$ cat src/rtl/qenc_pkg.sv
package qenc_pkg;

  // Strobes handed from the phase decoder to the count register
  typedef struct packed {
    logic inc;   // step count up
    logic dec;   // step count down
    logic bad;   // both phases moved in one sample
  } qencStrobe_t;

endpackage

$ cat src/rtl/qenc_ctrl.sv
module qenc_ctrl
  import qenc_pkg::*;
#(
  parameter int SYNC_STAGES = 2
) (
  input  logic        clk,
  input  logic        rstN,
  input  logic        phaseA,
  input  logic        phaseB,
  input  logic        countEn,
  input  logic        cascadeSel,
  input  logic        extUp,
  input  logic        extDn,
  output qencStrobe_t stb
);

  localparam int LAST = SYNC_STAGES - 1;

  logic [SYNC_STAGES-1:0][1:0] syncPipe;
  logic [1:0] curAB;
  logic [1:0] prevAB;
  logic phaseMode;
  logic tblInc, tblDec, tblBad;

  assign curAB = syncPipe[LAST];

  always_ff @(posedge clk or negedge rstN) begin
    if (!rstN) begin
      syncPipe <= '0;
      prevAB   <= '0;
    end else begin
      syncPipe[0] <= {phaseA, phaseB};
      for (int i = 1; i < SYNC_STAGES; i++) begin
        syncPipe[i] <= syncPipe[i-1];
      end
      prevAB <= curAB;
    end
  end

  // Transition table on {prevA, prevB, curA, curB}
  always_comb begin
    tblInc = 1'b0;
    tblDec = 1'b0;
    tblBad = 1'b0;
    unique case ({prevAB, curAB})
      4'b00_10: tblInc = 1'b1;  // A up, B low
      4'b10_11: tblInc = 1'b1;  // B up, A high
      4'b11_01: tblInc = 1'b1;  // A down, B high
      4'b01_00: tblInc = 1'b1;  // B down, A low
      4'b00_01: tblDec = 1'b1;  // B up, A low
      4'b01_11: tblDec = 1'b1;  // A up, B high
      4'b11_10: tblDec = 1'b1;  // B down, A high
      4'b10_00: tblDec = 1'b1;  // A down, B low
      4'b00_11, 4'b11_00,
      4'b01_10, 4'b10_01: tblBad = 1'b1;
      default: ;
    endcase
  end

  assign phaseMode = countEn && !cascadeSel;

  always_comb begin
    stb.inc = 1'b0;
    stb.dec = 1'b0;
    stb.bad = 1'b0;
    if (phaseMode) begin
      stb.inc = tblInc;
      stb.dec = tblDec;
      stb.bad = tblBad;
    end else if (countEn) begin
      stb.inc = extUp && !extDn;
      stb.dec = extDn && !extUp;
    end
  end


  strobe_excl_chk: assert property (@(posedge clk) disable iff (!rstN)
    $onehot0({stb.inc, stb.dec, stb.bad}));


  idle_quiet_chk: assert property (@(posedge clk) disable iff (!rstN)
    !countEn |-> !(stb.inc || stb.dec || stb.bad));

endmodule

$ cat src/rtl/qenc_dp.sv
module qenc_dp
  import qenc_pkg::*;
#(
  parameter int WIDTH = 16
) (
  input  logic             clk,
  input  logic             rstN,
  input  qencStrobe_t      stb,
  input  logic             loadEn,
  input  logic [WIDTH-1:0] loadValue,
  output logic [WIDTH-1:0] countValue,
  output logic             ovfPulse,
  output logic             unfPulse,
  output logic             errPulse
);

  localparam logic [WIDTH-1:0] TOP = {WIDTH{1'b1}};
  localparam logic [WIDTH-1:0] ONE = WIDTH'(1);

  always_ff @(posedge clk or negedge rstN) begin
    if (!rstN) begin
      countValue <= '0;
      ovfPulse   <= 1'b0;
      unfPulse   <= 1'b0;
      errPulse   <= 1'b0;
    end else begin
      ovfPulse <= 1'b0;
      unfPulse <= 1'b0;
      errPulse <= stb.bad;
      if (loadEn) begin
        countValue <= loadValue;
      end else if (stb.inc) begin
        countValue <= countValue + ONE;
        ovfPulse   <= (countValue == TOP);
      end else if (stb.dec) begin
        countValue <= countValue - ONE;
        unfPulse   <= (countValue == '0);
      end
    end
  end


  ovf_wrap_chk: assert property (@(posedge clk) disable iff (!rstN)
    ovfPulse |-> (countValue == '0) && ($past(countValue) == TOP));


  unf_wrap_chk: assert property (@(posedge clk) disable iff (!rstN)
    unfPulse |-> (countValue == TOP) && ($past(countValue) == '0));


  load_prio_chk: assert property (@(posedge clk) disable iff (!rstN)
    $past(loadEn) |-> (countValue == $past(loadValue)) && !ovfPulse && !unfPulse);


  hold_chk: assert property (@(posedge clk) disable iff (!rstN)
    !$past(stb.inc || stb.dec || loadEn) |-> $stable(countValue));


  err_hold_chk: assert property (@(posedge clk) disable iff (!rstN)
    (errPulse && !$past(loadEn)) |-> $stable(countValue));

endmodule

$ cat src/rtl/qenc_counter.sv
module qenc_counter
  import qenc_pkg::*;
#(
  parameter int WIDTH       = 16,
  parameter int SYNC_STAGES = 2
) (
  input  logic             clk,
  input  logic             rstN,
  input  logic             phaseA,
  input  logic             phaseB,
  input  logic             countEn,
  input  logic             cascadeSel,
  input  logic             extUp,
  input  logic             extDn,
  input  logic             loadEn,
  input  logic [WIDTH-1:0] loadValue,
  output logic [WIDTH-1:0] countValue,
  output logic             ovfPulse,
  output logic             unfPulse,
  output logic             errPulse
);

  qencStrobe_t stb;

  qenc_ctrl #(.SYNC_STAGES(SYNC_STAGES)) u_ctrl (
    .clk        (clk),
    .rstN       (rstN),
    .phaseA     (phaseA),
    .phaseB     (phaseB),
    .countEn    (countEn),
    .cascadeSel (cascadeSel),
    .extUp      (extUp),
    .extDn      (extDn),
    .stb        (stb)
  );

  qenc_dp #(.WIDTH(WIDTH)) u_dp (
    .clk        (clk),
    .rstN       (rstN),
    .stb        (stb),
    .loadEn     (loadEn),
    .loadValue  (loadValue),
    .countValue (countValue),
    .ovfPulse   (ovfPulse),
    .unfPulse   (unfPulse),
    .errPulse   (errPulse)
  );

endmodule

$ cat config.mk
export PLATFORM = sky130hd
export DESIGN_NAME = qenc_counter
export DESIGN_NICKNAME = d
export VERILOG_FILES = /design/src/rtl/qenc_pkg.sv /design/src/rtl/qenc_ctrl.sv /design/src/rtl/qenc_dp.sv /design/src/rtl/qenc_counter.sv
export SDC_FILE = /design/constraint.sdc
export NUM_CORES = 1
export LEC_CHECK = 0
export ABC_AREA = 1
export BUFFER_PORTS_ARGS = -buffer_cell sky130_fd_sc_hd__buf_2
export CAP_MARGIN = 20
export CORE_MARGIN = 2
export CORE_UTILIZATION = 45
export CTS_CLUSTER_SIZE = 12
export DETAILED_ROUTE_END_ITERATION = 16
export PLACE_DENSITY_LB_ADDON = 0.15
export REMOVE_ABC_BUFFERS = 1
export SETUP_SLACK_MARGIN = 0.2
export SLEW_MARGIN = 15
export SYNTH_ARGS = -nofsm -noshare
export SYNTH_HDL_FRONTEND = slang
export SYNTH_SLANG_ARGS = --single-unit
$ cat constraint.sdc
create_clock -name clk -period 4.5 [get_ports clk]
set_input_delay 0.45 -clock clk [delete_from_list [all_inputs] [get_ports clk]]
set_output_delay 0.45 -clock clk [all_outputs]
set_load 0.01 [all_outputs]
==> summary.txt, run 1 <==
================================================================================
Crit Reg-Reg Startpoint ........................................... u_ctrl.curAB[1]$_DFF_PN0_
Detailed-route wire length per cell ...............................     12.11 µm
Fraction of post-synthesis cell area in the top cell type by area .       27.46%
Reported net switching power ......................................    0.5837 mW
Logic pwr share ...................................................        58.9%
Worst-Skew Late Latency ...........................................      0.28 ns
Boundary pin count ................................................           44
Final std cells w/o fill ..........................................          448
DIE HEIGHT ........................................................     75.16 µm
Tcrit/Tclk final ..................................................       51.32%
TritonCTS Buffers .................................................            3
Deepest level of the CTS H-tree ...................................            1
Count of input and output buffers .................................           43
Top cell type by total area after synthesis ....................... sky130_fd_sc_hd__dfrtp_1
Total of cells resized after clock tree synthesis .................            0
Distinct cell type count after synthesis ..........................           42
Fmax ..............................................................    433.0 MHz
Total number of yosys warnings ....................................            0
Number of synthesized flops with an enable pin ....................            0
Chip width ........................................................     75.16 µm
Grt total ovfl ....................................................            0
Hold buffer count at cts ..........................................            0
VDD IR-drop max ...................................................    0.2219 mV
Worst max-slew margin expressed relative to the limit .............       38.68%
Type of the setup path with the least slack .......................      reg2reg
CP Data Arrival Time ..............................................      2.49 ns
Reg-to-reg setup timing slack .....................................      2.19 ns
Worst Setup Slack, final ..........................................     2.190 ns
Internal Power ....................................................    0.6052 mW
Top post-synthesis cells by area .................................. sky130_fd_sc_hd__dfrtp_1 (27%), sky130_fd_sc_hd__nand2_1 (18%), sky130_fd_sc_hd__inv_1 (9.1%)
Clock network power share .........................................        12.9%
Post-layout utilization of the core ...............................       53.53%
Total power after layout ..........................................     1.189 mW
Detailed Route Iter0 Violations ...................................          110
Post-CTS Repair Setup Buffers .....................................            0
Clock tree from TritonCTS .........................................          yes
Maximum count of clock buffers along a single path ................            2
Critical Path RT ..................................................      4.68 ns
Pre-antenna DRT Iters .............................................            4
Vias in the first global route ....................................        1,934
Crit end category .................................................    flip-flop
Skew final ........................................................  0.004364 ns
Max-capacitance violation count ...................................            0
Number of cells in the design after placement .....................          444
Fraction of registers with async set/reset ........................       100.0%
Final GP Congestion ...............................................       0.9140
Register-to-Register Path Depth ...................................           17
Leakage component of the power ....................................     1.482 nW
Final hold vios ...................................................            0
Share of synthesized area occupied by flip-flops and latches ......       27.46%
Growth of design area from synthesis to finish ....................       13.18%
Post-synth design cell area .......................................     2278 µm²
Total die area ....................................................     5648 µm²
Top flip-flop cell by instance count after synthesis .............. sky130_fd_sc_hd__dfrtp_1
Mean post-synth cell area .........................................    6.701 µm²
Most frequent cells after synthesis ............................... sky130_fd_sc_hd__nand2_1 (109), sky130_fd_sc_hd__inv_1 (55), sky130_fd_sc_hd__nand3_1 (31), sky130_fd_sc_hd__nor2_1 (27), sky130_fd_sc_hd__dfrtp_1 (25)
Unrepaired setup endpoints after global routing ...................        false
Max Transition Viols Final ........................................            0
Diodes inserted ...................................................            0
Antenna violation net count after detailed routing ................            0
Dominant cell by count in the synthesized netlist ................. sky130_fd_sc_hd__nand2_1
Detailed placement HPWL ...........................................      4132 µm
Summed negative setup slack over all endpoints ....................         0 ns
Pwr per Cell Area ................................................. 461.0 nW/µm²
Core footprint ....................................................     4817 µm²
Clock sink count ..................................................           25
Synthesized flop and latch total ..................................           25
Residual DRC ......................................................            0
First-pass GRT wire length ........................................      8769 µm
Met2 wire length ..................................................      2380 µm
Min-Delay Path Class ..............................................     in2async
Post-synthesis instance total .....................................          340
Post-detailed-routing wire length .................................      5426 µm
Min Tclk post-route ...............................................     2.310 ns
Antenna violations before repair ..................................            0
Met3 WL post-DR ...................................................       195 µm
Maximum fanout count along the critical path ......................           17
Top layer used by detailed routing ................................         met4
Metal1 wirelength .................................................      2772 µm
Proportion of layout cells with a drive suffix above 1 ............       21.52%
Worst setup SP type ...............................................    flip-flop
Endpoint of the lowest-slack register-to-register path ............ u_dp.countValue[11]$_DFFE_PN0P_
Outcome ...........................................................    completed
CTS root buf ...................................................... sky130_fd_sc_hd__clkbuf_8
Total number of nets in the final design ..........................          422
Switching fraction of total power .................................       49.09%
Number of placement rows ..........................................           25
Initial core utilization ..........................................       47.30%
CTS clk-pin slew, worst paths .....................................      0.10 ns
Number of setup violations in the final report ....................            0
Number of vias after detailed routing .............................        2,149
Pin count of the biggest net entering global routing ..............           29
Sequential share of power .........................................        28.2%
Slew at the pin with the worst max-slew slack .....................    0.9188 ns
Placement-stage worst setup slack .................................     2.068 ns
Routed vias/inst ..................................................        4.797
Overall Global Routing Usage ......................................       20.50%
================================================================================
## per-layer routing
layer | track usage [%] | vias to the layer above
li1 | - | 1157
met4 | 6.043 | 0
met1 | 29.50 | 941
met2 | 32.65 | 43
met3 | 2.142 | 8
met5 | 0 | -
## worst max-delay path: stages (launching register included)
cell and delay [ns]:
sky130_fd_sc_hd__dfrtp_1 0.42, sky130_fd_sc_hd__inv_1 0.09, sky130_fd_sc_hd__nand2_1 0.06, sky130_fd_sc_hd__nand2_2 0.09, sky130_fd_sc_hd__nand3_4 0.09, sky130_fd_sc_hd__nand2_4 0.10
sky130_fd_sc_hd__inv_4 0.11, sky130_fd_sc_hd__ha_1 0.36, sky130_fd_sc_hd__nand2_1 0.10, sky130_fd_sc_hd__nand2_1 0.07, sky130_fd_sc_hd__a21oi_1 0.17, sky130_fd_sc_hd__nand2_1 0.13
sky130_fd_sc_hd__nand2_1 0.10, sky130_fd_sc_hd__nand2_1 0.05, sky130_fd_sc_hd__nand2_1 0.05, sky130_fd_sc_hd__nand3_1 0.06, sky130_fd_sc_hd__nand2_1 0.09, sky130_fd_sc_hd__o21ai_2 0.05
## cell type report
| type | count | area, µm² |
|---|---|---|
| Clock buffer | 3 | 41.29 |
| Timing Repair Buffer | 43 | 215.2 |
| Fill cell | 527 | 2238 |
| Sequential cell | 25 | 625.6 |
| Tap cell | 67 | 83.83 |
| Multi-Input combinational cell | 247 | 1368 |
| Inverter | 62 | 236.5 |
| Clock inverter | 1 | 8.758 |
## how the worst max path moves through the flow
| stage | start | end | slack [ns] | cells after the start |
|---|---|---|---|---|
| CTS | u_ctrl.curAB[1]$_DFF_PN0_ | u_dp.countValue[11]$_DFFE_PN0P_ | 2.18 | 17 |
| global route | u_ctrl.curAB[1]$_DFF_PN0_ | u_dp.countValue[11]$_DFFE_PN0P_ | 1.96 | 17 |
| finish | u_ctrl.curAB[1]$_DFF_PN0_ | u_dp.countValue[11]$_DFFE_PN0P_ | 2.19 | 17 |
| floorplan | countEn | u_dp.countValue[11]$_DFFE_PN0P_ | 2.38 | 16 |
| global placement | cascadeSel | u_dp.countValue[11]$_DFFE_PN0P_ | 2.13 | 16 |
| detailed placement | countEn | u_dp.countValue[11]$_DFFE_PN0P_ | 2.07 | 17 |
## per-stage QoR
step / instance area, µm² / hold WS, ns
floorplan: 2230 / 0.1544
global placement: 2529 / 0.3335
detailed placement: 2529 / 0.3401
CTS: 2579 / 0.1899
global route: 2579 / 0.2006
finish: 2579 / 0.1567
## cell usage in the layout, fill, tap and decap left out, types with 4 or more instances in the layout
cell type and instances:
sky130_fd_sc_hd__ha_1 14, sky130_fd_sc_hd__nand4_1 6, sky130_fd_sc_hd__nor2_2 4, sky130_fd_sc_hd__a21oi_1 10, sky130_fd_sc_hd__nand2_1 109, sky130_fd_sc_hd__o21ai_2 8, sky130_fd_sc_hd__inv_2 5, sky130_fd_sc_hd__nand3_1 31
sky130_fd_sc_hd__dfrtp_1 25, sky130_fd_sc_hd__buf_2 43, sky130_fd_sc_hd__nor2_1 27, sky130_fd_sc_hd__inv_1 55
## cell families after synthesis
logic type      synth area share (%)
compound gates                 9.171
flops                          27.46
buf+inv                        12.52
xor+xnor                       1.153
mux                           0.4393
simple gates                   40.69
fa+ha+maj                      8.567
## registers in the layout (all words and copies together) (netlist names)
name	cells
u_ctrl.curAB	2
u_ctrl.prevAB	2
u_ctrl.syncPipe	2
u_dp.countValue	16
u_dp.errPulse	1
u_dp.ovfPulse	1
u_dp.unfPulse	1
## power groups by stage
| stage | registers, mW | clock network [mW] | logic (mW) |
|---|---|---|---|
| final | 0.336 | 0.153 | 0.700 |
| after global routing | 0.342 | 0.167 | 0.811 |
| after CTS | 0.336 | 0.157 | 0.701 |
| after detailed placement | 0.340 | 0 | 0.695 |
| after global placement | 0.340 | 0 | 0.688 |
| after floorplan | 0.343 | 0 | 0.510 |
(Power assumes the default switching activity.)
==> inputs of run 2 (changes only) <==
- ABC_AREA: 1 -> 0
- clock period: 4.5 -> 2 ns (I/O delays scaled with it)
==> summary.txt, run 2 <==
================================================================================
Crit end category .................................................    flip-flop
Distinct cell type count after synthesis ..........................           45   +7.1%
Leakage component of the power ....................................     1.312 nW   -11%
Failing checks .................................................... negative setup slack
Initial core utilization ..........................................       46.57%   -0.73 points
Growth of design area from synthesis to finish ....................       55.01%
Clock sink count ..................................................           25   unchanged
Logic pwr share ...................................................        59.2%   +0.3 points
Placement-stage worst setup slack .................................   -0.8473 ns   -2.915 ns
Top post-synthesis cells by area .................................. sky130_fd_sc_hd__dfrtp_1 (34%), sky130_fd_sc_hd__ha_1 (9.5%), sky130_fd_sc_hd__nand2_1 (5.7%)
Number of setup violations in the final report ....................           14   +14
Critical Path RT ..................................................      2.16 ns   -2.52 ns
CTS root buf ...................................................... sky130_fd_sc_hd__clkbuf_8
Area of all sequential standard cells .............................    625.6 µm²   unchanged
Worst Setup Slack, final ..........................................   -0.7927 ns   -2.983 ns
Fmax ..............................................................    358.1 MHz   -17%
Detailed-route wire length per cell ...............................     14.72 µm   +22%
Boundary pin count ................................................           44   unchanged
Leading cell type in the layout, fill and taps excluded ........... sky130_fd_sc_hd__buf_4
Detailed placement HPWL ...........................................      3715 µm   -10%
Skew final ........................................................  0.007448 ns   +0.003084 ns
Min Tclk post-route ...............................................     2.793 ns   +0.4831 ns
Antenna violations before repair ..................................            0   unchanged
Post-layout utilization of the core ...............................       72.18%   +19 points
Switching fraction of total power .................................       38.32%   -11 points
First-pass GRT wire length ........................................      8148 µm   -7.1%
Post-synthesis instance total .....................................          207   -39%
Overall Global Routing Usage ......................................       23.61%   +3.1 points
Antenna violation net count after detailed routing ................            0   unchanged
Min-Delay Path Class ..............................................       in2reg
Chip width ........................................................     68.11 µm   -9.4%
Maximum fanout count along the critical path ......................            7   -10
VDD IR-drop max ...................................................    0.4577 mV   +110%
Worst max-slew margin expressed relative to the limit .............       61.04%   +22 points
Most frequent cells in the layout ................................. sky130_fd_sc_hd__buf_4 (57), sky130_fd_sc_hd__buf_2 (43), sky130_fd_sc_hd__nand2_1 (28)
Pre-antenna DRT Iters .............................................            4   unchanged
Routed vias/inst ..................................................        5.213   +8.7%
Vias in the first global route ....................................        1,759   -9.0%
Core footprint ....................................................     3971 µm²   -18%
Slew at the pin with the worst max-slew slack .....................    0.5844 ns   -0.3344 ns
CP Data Arrival Time ..............................................      2.95 ns   +0.46 ns
Layout filler cell count ..........................................          301   -43%
Number of synthesized flops with an enable pin ....................            0   unchanged
Total die area ....................................................     4638 µm²   -18%
Proportion of layout cells with a drive suffix above 1 ............       47.44%   +26 points
Final GP Congestion ...............................................       0.8619   -5.7%
Diodes inserted ...................................................            0   unchanged
Number of placement rows ..........................................           23   -8.0%
Clock network power share .........................................        13.7%   +0.8 points
Pin count of the biggest net entering global routing ..............           26   -10%
Deepest level of the CTS H-tree ...................................            1   unchanged
Synthesized flop and latch total ..................................           25   unchanged
Dominant cell by count in the synthesized netlist ................. sky130_fd_sc_hd__nand2_1
Residual DRC ......................................................            0   unchanged
CTS clk-pin slew, worst paths .....................................      0.10 ns   about the same
Reg-to-reg setup timing slack .....................................     -0.79 ns   -2.98 ns
Final hold vios ...................................................            0   unchanged
Mean post-synth cell area .........................................    8.934 µm²   +33%
Reported net switching power ......................................    0.8996 mW   +54%
Max Transition Viols Final ........................................            0   unchanged
Outcome ........................................................... finished, violations left
Area of the multi-input gates .....................................     1386 µm²   +1.4%
Total number of yosys warnings ....................................            0   unchanged
WHS ...............................................................   0.02027 ns   -0.1364 ns
TritonCTS Buffers .................................................            3   unchanged
Worst setup SP type ...............................................    flip-flop
Largest register FFs ..............................................           16   unchanged
Tcrit/Tclk final ..................................................       139.6%   +88 points
Total number of nets in the final design ..........................          353   -16%
Sequential share of power .........................................        27.0%   -1.2 points
Detailed Route Iter0 Violations ...................................           69   -37%
Maximum count of clock buffers along a single path ................            2   unchanged
Fraction of post-synthesis cell area in the top cell type by area .       33.83%   +6.4 points
Register name with the most flops ................................. u_dp.countValue
Share of synthesized area occupied by flip-flops and latches ......       33.83%   +6.4 points
Grt total ovfl ....................................................            0   unchanged
Count of input and output buffers .................................           43   unchanged
Worst-Skew Late Latency ...........................................      0.28 ns   about the same
Top flip-flop cell by instance count after synthesis .............. sky130_fd_sc_hd__dfrtp_1
Number of vias after detailed routing .............................        1,887   -12%
Max-capacitance violation count ...................................            0   unchanged
Clock tree from TritonCTS .........................................          yes
Internal Power ....................................................     1.448 mW   +140%
Type of the setup path with the least slack .......................      reg2reg
Post-detailed-routing wire length .................................      5328 µm   -1.8%
DIE HEIGHT ........................................................     68.11 µm   -9.4%
Post-synth design cell area .......................................     1849 µm²   -19%
Top cell type by total area after synthesis ....................... sky130_fd_sc_hd__dfrtp_1
Most frequent cells after synthesis ............................... sky130_fd_sc_hd__nand2_1 (28), sky130_fd_sc_hd__dfrtp_1 (25), sky130_fd_sc_hd__a21oi_1 (20), sky130_fd_sc_hd__o21ai_0 (15)
Unrepaired setup endpoints after global routing ...................         true
Pwr per Cell Area ................................................. 818.8 nW/µm²   +78%
Fraction of registers with async set/reset ........................       100.0%   unchanged
================================================================================
-- run 2: metal layers --
metal	routed length [µm]	vias to the layer above	global-route usage (%)
li1	-	962	-
met1	2372	865	30.02
met2	2643	50	40.90
met3	216	10	2.961
met4	95	0	8.500
met5	0	-	0
-- run 2: logic make-up (layout without fill, tap and decap cells) --
family / count (synthesis) / in the layout / synth area share (%)
AOI/OAI and AO/OA: 61 / 61 / 22.26
xor gates and xnor gates: 19 / 19 / 8.999
adders and majority gates: 15 / 15 / 10.55
buffers and inverters: 12 / 117 / 3.450
DFF: 25 / 25 / 33.83
muxes: 4 / 4 / 2.300
and+or+nand+nor: 71 / 71 / 18.61
-- run 2: stage by stage --
step / instance area [µm²] / setup TNS, ns / instances / power, mW
detailed placement: 2484 / -8.979 / 347 / 1.758
CTS: 2725 / -7.608 / 354 / 2.242
global route: 2867 / -10.53 / 362 / 2.510
global placement: 2484 / -8.276 / 347 / 1.741
floorplan: 1808 / -8.358 / 201 / 1.267
finish: 2867 / -9.060 / 362 / 2.347
-- run 2: final timing paths --
check	end	from	cells past startpoint
worst max-delay path	u_dp.countValue[14]$_DFFE_PN0P_	u_ctrl.prevAB[0]$_DFF_PN0_	11
worst min-delay path	u_ctrl.syncPipe[1]$_DFF_PN0_	phaseA	1
worst max register to register	u_dp.countValue[14]$_DFFE_PN0P_	u_ctrl.prevAB[0]$_DFF_PN0_	11
worst min register to register	u_ctrl.curAB[1]$_DFF_PN0_	u_ctrl.syncPipe[1]$_DFF_PN0_	0
max in group asynchronous	u_dp.countValue[5]$_DFFE_PN0P_	rstN	2
min in group asynchronous	u_dp.errPulse$_DFF_PN0_	rstN	2
-- run 2: cell type report --
class                      count  area share, %
multi-input combinational    170          48.36
timing repair buffer         107          25.14
sequential                    25          21.82
tap                           50          2.182
clock buffer                   3          1.440
inverter                       6         0.7857
clock inverter                 1         0.2619
-- run 2: worst max-delay path, stage by stage, from the launching register on --
cell and delay (ns):
sky130_fd_sc_hd__dfrtp_1 0.41, sky130_fd_sc_hd__xor2_1 0.22, sky130_fd_sc_hd__nand2_1 0.13, sky130_fd_sc_hd__o32a_4 0.27
sky130_fd_sc_hd__fa_2 0.39, sky130_fd_sc_hd__a21oi_4 0.21, sky130_fd_sc_hd__o21ai_2 0.08, sky130_fd_sc_hd__a21oi_2 0.20
sky130_fd_sc_hd__and4b_1 0.22, sky130_fd_sc_hd__a211oi_2 0.22, sky130_fd_sc_hd__xor2_1 0.19, sky130_fd_sc_hd__o221ai_1 0.12
-- run 2: timing repair --
| action | CTS | global route |
|---|---|---|
| endpoints found under the setup margin | 14 | 16 |
| pin swaps | 25 | 24 |
| hold buffers | 1 | 0 |
| buffers inserted | 2 | 8 |
| resized for setup | 31 | 14 |
| hold endpoints to repair | 25 | 0 |
-- run 2: power groups by stage --
stage,clock network [mW],logic [mW],registers (mW)
floorplan,0,0.598,0.669
global placement,0,1.12,0.624
detailed placement,0,1.13,0.626
CTS,0.333,1.28,0.628
global route,0.351,1.52,0.643
finish,0.323,1.39,0.634
==> inputs of run 3 (changes only) <==
- CORE_UTILIZATION: 45 -> 48
==> summary.txt, run 3 (synthesis gave the netlist of run 2 again) <==
======================================================================
Outcome ................................................. finished, violations left
Failing checks .......................................... negative setup slack
Total die area ..........................................     4365 µm²   -5.9%
Skew final ..............................................  0.007270 ns   -0.0001778 ns
Max Transition Viols Final ..............................            0   unchanged
CTS clk-pin slew, worst paths ...........................      0.09 ns   about the same
Number of vias after detailed routing ...................        2,060   +9.2%
Type of the setup path with the least slack .............      reg2reg
Number of placement rows ................................           22   -4.3%
Most frequent cells in the layout ....................... sky130_fd_sc_hd__buf_4 (54), sky130_fd_sc_hd__buf_2 (43), sky130_fd_sc_hd__nand2_1 (26)
Reg-to-reg setup timing slack ...........................     -0.73 ns   +0.06 ns
Register-to-Register Path Depth .........................           19   +8
Core footprint ..........................................     3689 µm²   -7.1%
Clock network power share ...............................        13.1%   -0.6 points
Deepest level of the CTS H-tree .........................            1   unchanged
VDD IR-drop max .........................................    0.4702 mV   +2.7%
Detailed-route wire length per cell .....................     16.43 µm   +12%
Total number of nets in the final design ................          363   +2.8%
Crit Reg-Reg Startpoint ................................. u_ctrl.prevAB[1]$_DFF_PN0_
Maximum count of clock buffers along a single path ......            2   unchanged
Clock sink count ........................................           25   unchanged
Count of input and output buffers .......................           43   unchanged
Grt total ovfl ..........................................            0   unchanged
Maximum fanout count along the critical path ............            6   -1
Pwr per Cell Area ....................................... 813.3 nW/µm²   -0.67%
Growth of design area from synthesis to finish ..........       63.80%
Final hold vios .........................................            0   unchanged
Hold_sp .................................................       phaseA
CP Data Arrival Time ....................................      2.90 ns   -0.05 ns
Unrepaired setup endpoints after global routing .........         true
Leakage component of the power ..........................     1.387 nW   +5.7%
Slew at the pin with the worst max-slew slack ...........    0.5852 ns   +0.0008432 ns
Critical Path RT ........................................      2.17 ns   about the same
Antenna violation net count after detailed routing ......            0   unchanged
Vias in the first global route ..........................        1,977   +12%
Proportion of layout cells with a drive suffix above 1 ..       52.17%   +4.7 points
Min Tclk post-route .....................................     2.734 ns   -0.05873 ns
Endpoint of the worst hold path ......................... u_ctrl.syncPipe[1]$_DFF_PN0_
TritonCTS Buffers .......................................            3   unchanged
Max-capacitance violation count .........................            0   unchanged
Placement-stage worst setup slack .......................   -0.8589 ns   -0.01161 ns
Detailed placement HPWL .................................      3567 µm   -4.0%
Clock tree from TritonCTS ...............................          yes
Final GP Congestion .....................................       0.9435   +9.5%
Register name with the most flops ....................... u_dp.countValue
Logic pwr share .........................................        61.2%   +2.0 points
Worst-Skew Late Latency .................................      0.28 ns   about the same
Leading cell type in the layout, fill and taps excluded . sky130_fd_sc_hd__buf_4
Fmax ....................................................    365.8 MHz   +2.1%
Antenna violations before repair ........................            0   unchanged
WHS .....................................................   0.02405 ns   +0.003773 ns
Number of stages on the worst hold path .................            1   unchanged
DIE HEIGHT ..............................................     66.07 µm   -3.0%
Post-detailed-routing wire length .......................      6080 µm   +14%
Tcrit/Tclk final ........................................       136.7%   -2.9 points
Routed vias/inst ........................................        5.568   +6.8%
Diodes inserted .........................................            0   unchanged
Endpoint of the lowest-slack register-to-register path .. u_dp.countValue[15]$_DFFE_PN0P_
Worst Setup Slack, final ................................   -0.7339 ns   +0.05873 ns
Pin count of the biggest net entering global routing ....           26   unchanged
Boundary pin count ......................................           44   unchanged
First-pass GRT wire length ..............................      9039 µm   +11%
Detailed Route Iter0 Violations .........................          146   +110%
Reported net switching power ............................    0.9669 mW   +7.5%
Post-layout utilization of the core .....................       82.12%   +9.9 points
Worst setup SP type .....................................    flip-flop
Min-Delay Path Class ....................................       in2reg
Largest register FFs ....................................           16   unchanged
Layout filler cell count ................................          225   -25%
Number of setup violations in the final report ..........           16   +2
CTS root buf ............................................ sky130_fd_sc_hd__clkbuf_8
Internal Power ..........................................     1.497 mW   +3.4%
Chip width ..............................................     66.07 µm   -3.0%
Residual DRC ............................................            0   unchanged
Initial core utilization ................................       50.14%   +3.6 points
Pre-antenna DRT Iters ...................................            4   unchanged
Worst max-slew margin expressed relative to the limit ...       60.98%   about the same
Sequential share of power ...............................        25.6%   -1.4 points
Switching fraction of total power .......................       39.25%   +0.92 points
Crit end category .......................................    flip-flop
Overall Global Routing Usage ............................       27.04%   +3.4 points
======================================================================
[run 3: cell count changes in the layout (fill, tap and decap cells not counted), sizes merged]
cell  delta
buf     +10
[run 3: metrics by stage]
step	instance area, µm²	setup TNS, ns	cells	total power, mW
detailed placement	2489	-9.440	346	1.755
floorplan	1808	-8.358	201	1.267
global route	3029	-12.60	370	2.623
CTS	2833	-8.991	365	2.245
global placement	2489	-8.542	346	1.739
finish	3029	-10.76	370	2.464
[run 3: cell type report]
type                            instances  area, µm²  area share, %
Clock inverter                          1      7.507         0.2478
Inverter                                6      22.52         0.7435
Tap cell                               48      60.06          1.983
Multi-Input combinational cell        170       1424          47.01
Clock buffer                            3      41.29          1.363
Timing Repair Buffer                  117      848.3          28.00
Sequential cell                        25      625.6          20.65
[run 3: worst max-delay path, cell delays in order (launching register included)]
cell and delay (ns):
sky130_fd_sc_hd__dfrtp_1 0.43, sky130_fd_sc_hd__xnor2_2 0.19, sky130_fd_sc_hd__nand2_1 0.12, sky130_fd_sc_hd__buf_4 0.15, sky130_fd_sc_hd__buf_6 0.10, sky130_fd_sc_hd__buf_6 0.10, sky130_fd_sc_hd__buf_6 0.10, sky130_fd_sc_hd__buf_6 0.10
sky130_fd_sc_hd__buf_6 0.10, sky130_fd_sc_hd__buf_6 0.10, sky130_fd_sc_hd__buf_6 0.10, sky130_fd_sc_hd__buf_6 0.10, sky130_fd_sc_hd__buf_6 0.10, sky130_fd_sc_hd__buf_6 0.11, sky130_fd_sc_hd__nand2_4 0.06, sky130_fd_sc_hd__o211ai_4 0.10
sky130_fd_sc_hd__buf_6 0.15, sky130_fd_sc_hd__nor2b_1 0.10, sky130_fd_sc_hd__o31ai_1 0.09, sky130_fd_sc_hd__a22o_1 0.21
[run 3: worst max-delay path by stage]
stage | startpoint | end | slack (ns)
after global placement | u_ctrl.curAB[1]$_DFF_PN0_ | u_dp.countValue[8]$_DFFE_PN0P_ | -0.78
after global routing | u_ctrl.curAB[1]$_DFF_PN0_ | u_dp.countValue[14]$_DFFE_PN0P_ | -0.87
final | u_ctrl.prevAB[1]$_DFF_PN0_ | u_dp.countValue[15]$_DFFE_PN0P_ | -0.73
after floorplan | u_ctrl.curAB[0]$_DFF_PN0_ | u_dp.countValue[8]$_DFFE_PN0P_ | -0.87
after CTS | u_ctrl.prevAB[0]$_DFF_PN0_ | u_dp.countValue[13]$_DFFE_PN0P_ | -0.69
after detailed placement | u_ctrl.curAB[0]$_DFF_PN0_ | u_dp.countValue[14]$_DFFE_PN0P_ | -0.86
[run 3: power by group through the flow]
| stage | clock network (mW) | logic (mW) | registers (mW) |
|---|---|---|---|
| after floorplan | 0 | 0.598 | 0.669 |
| after global placement | 0 | 1.11 | 0.625 |
| after detailed placement | 0 | 1.13 | 0.626 |
| after CTS | 0.326 | 1.30 | 0.623 |
| after global routing | 0.353 | 1.63 | 0.640 |
| final | 0.324 | 1.51 | 0.632 |
[run 3: repair_timing]
action / in CTS / in global routing
buffers inserted: 12 / 5
cloned: 2 / 0
setup endpoints to repair: 15 / 17
hold endpoints to repair: 25 / 0
hold buffers: 1 / 0
resized for setup: 46 / 34
pin swaps: 25 / 24
[run 3: per-layer routing]
layer,part of all wire [%],vias to the layer above,global-route usage [%]
met2,52,66,47.47
met4,0.69,0,7.143
met5,0,-,0
met3,4.4,6,4.429
met1,43,1004,34.41
li1,-,984,-
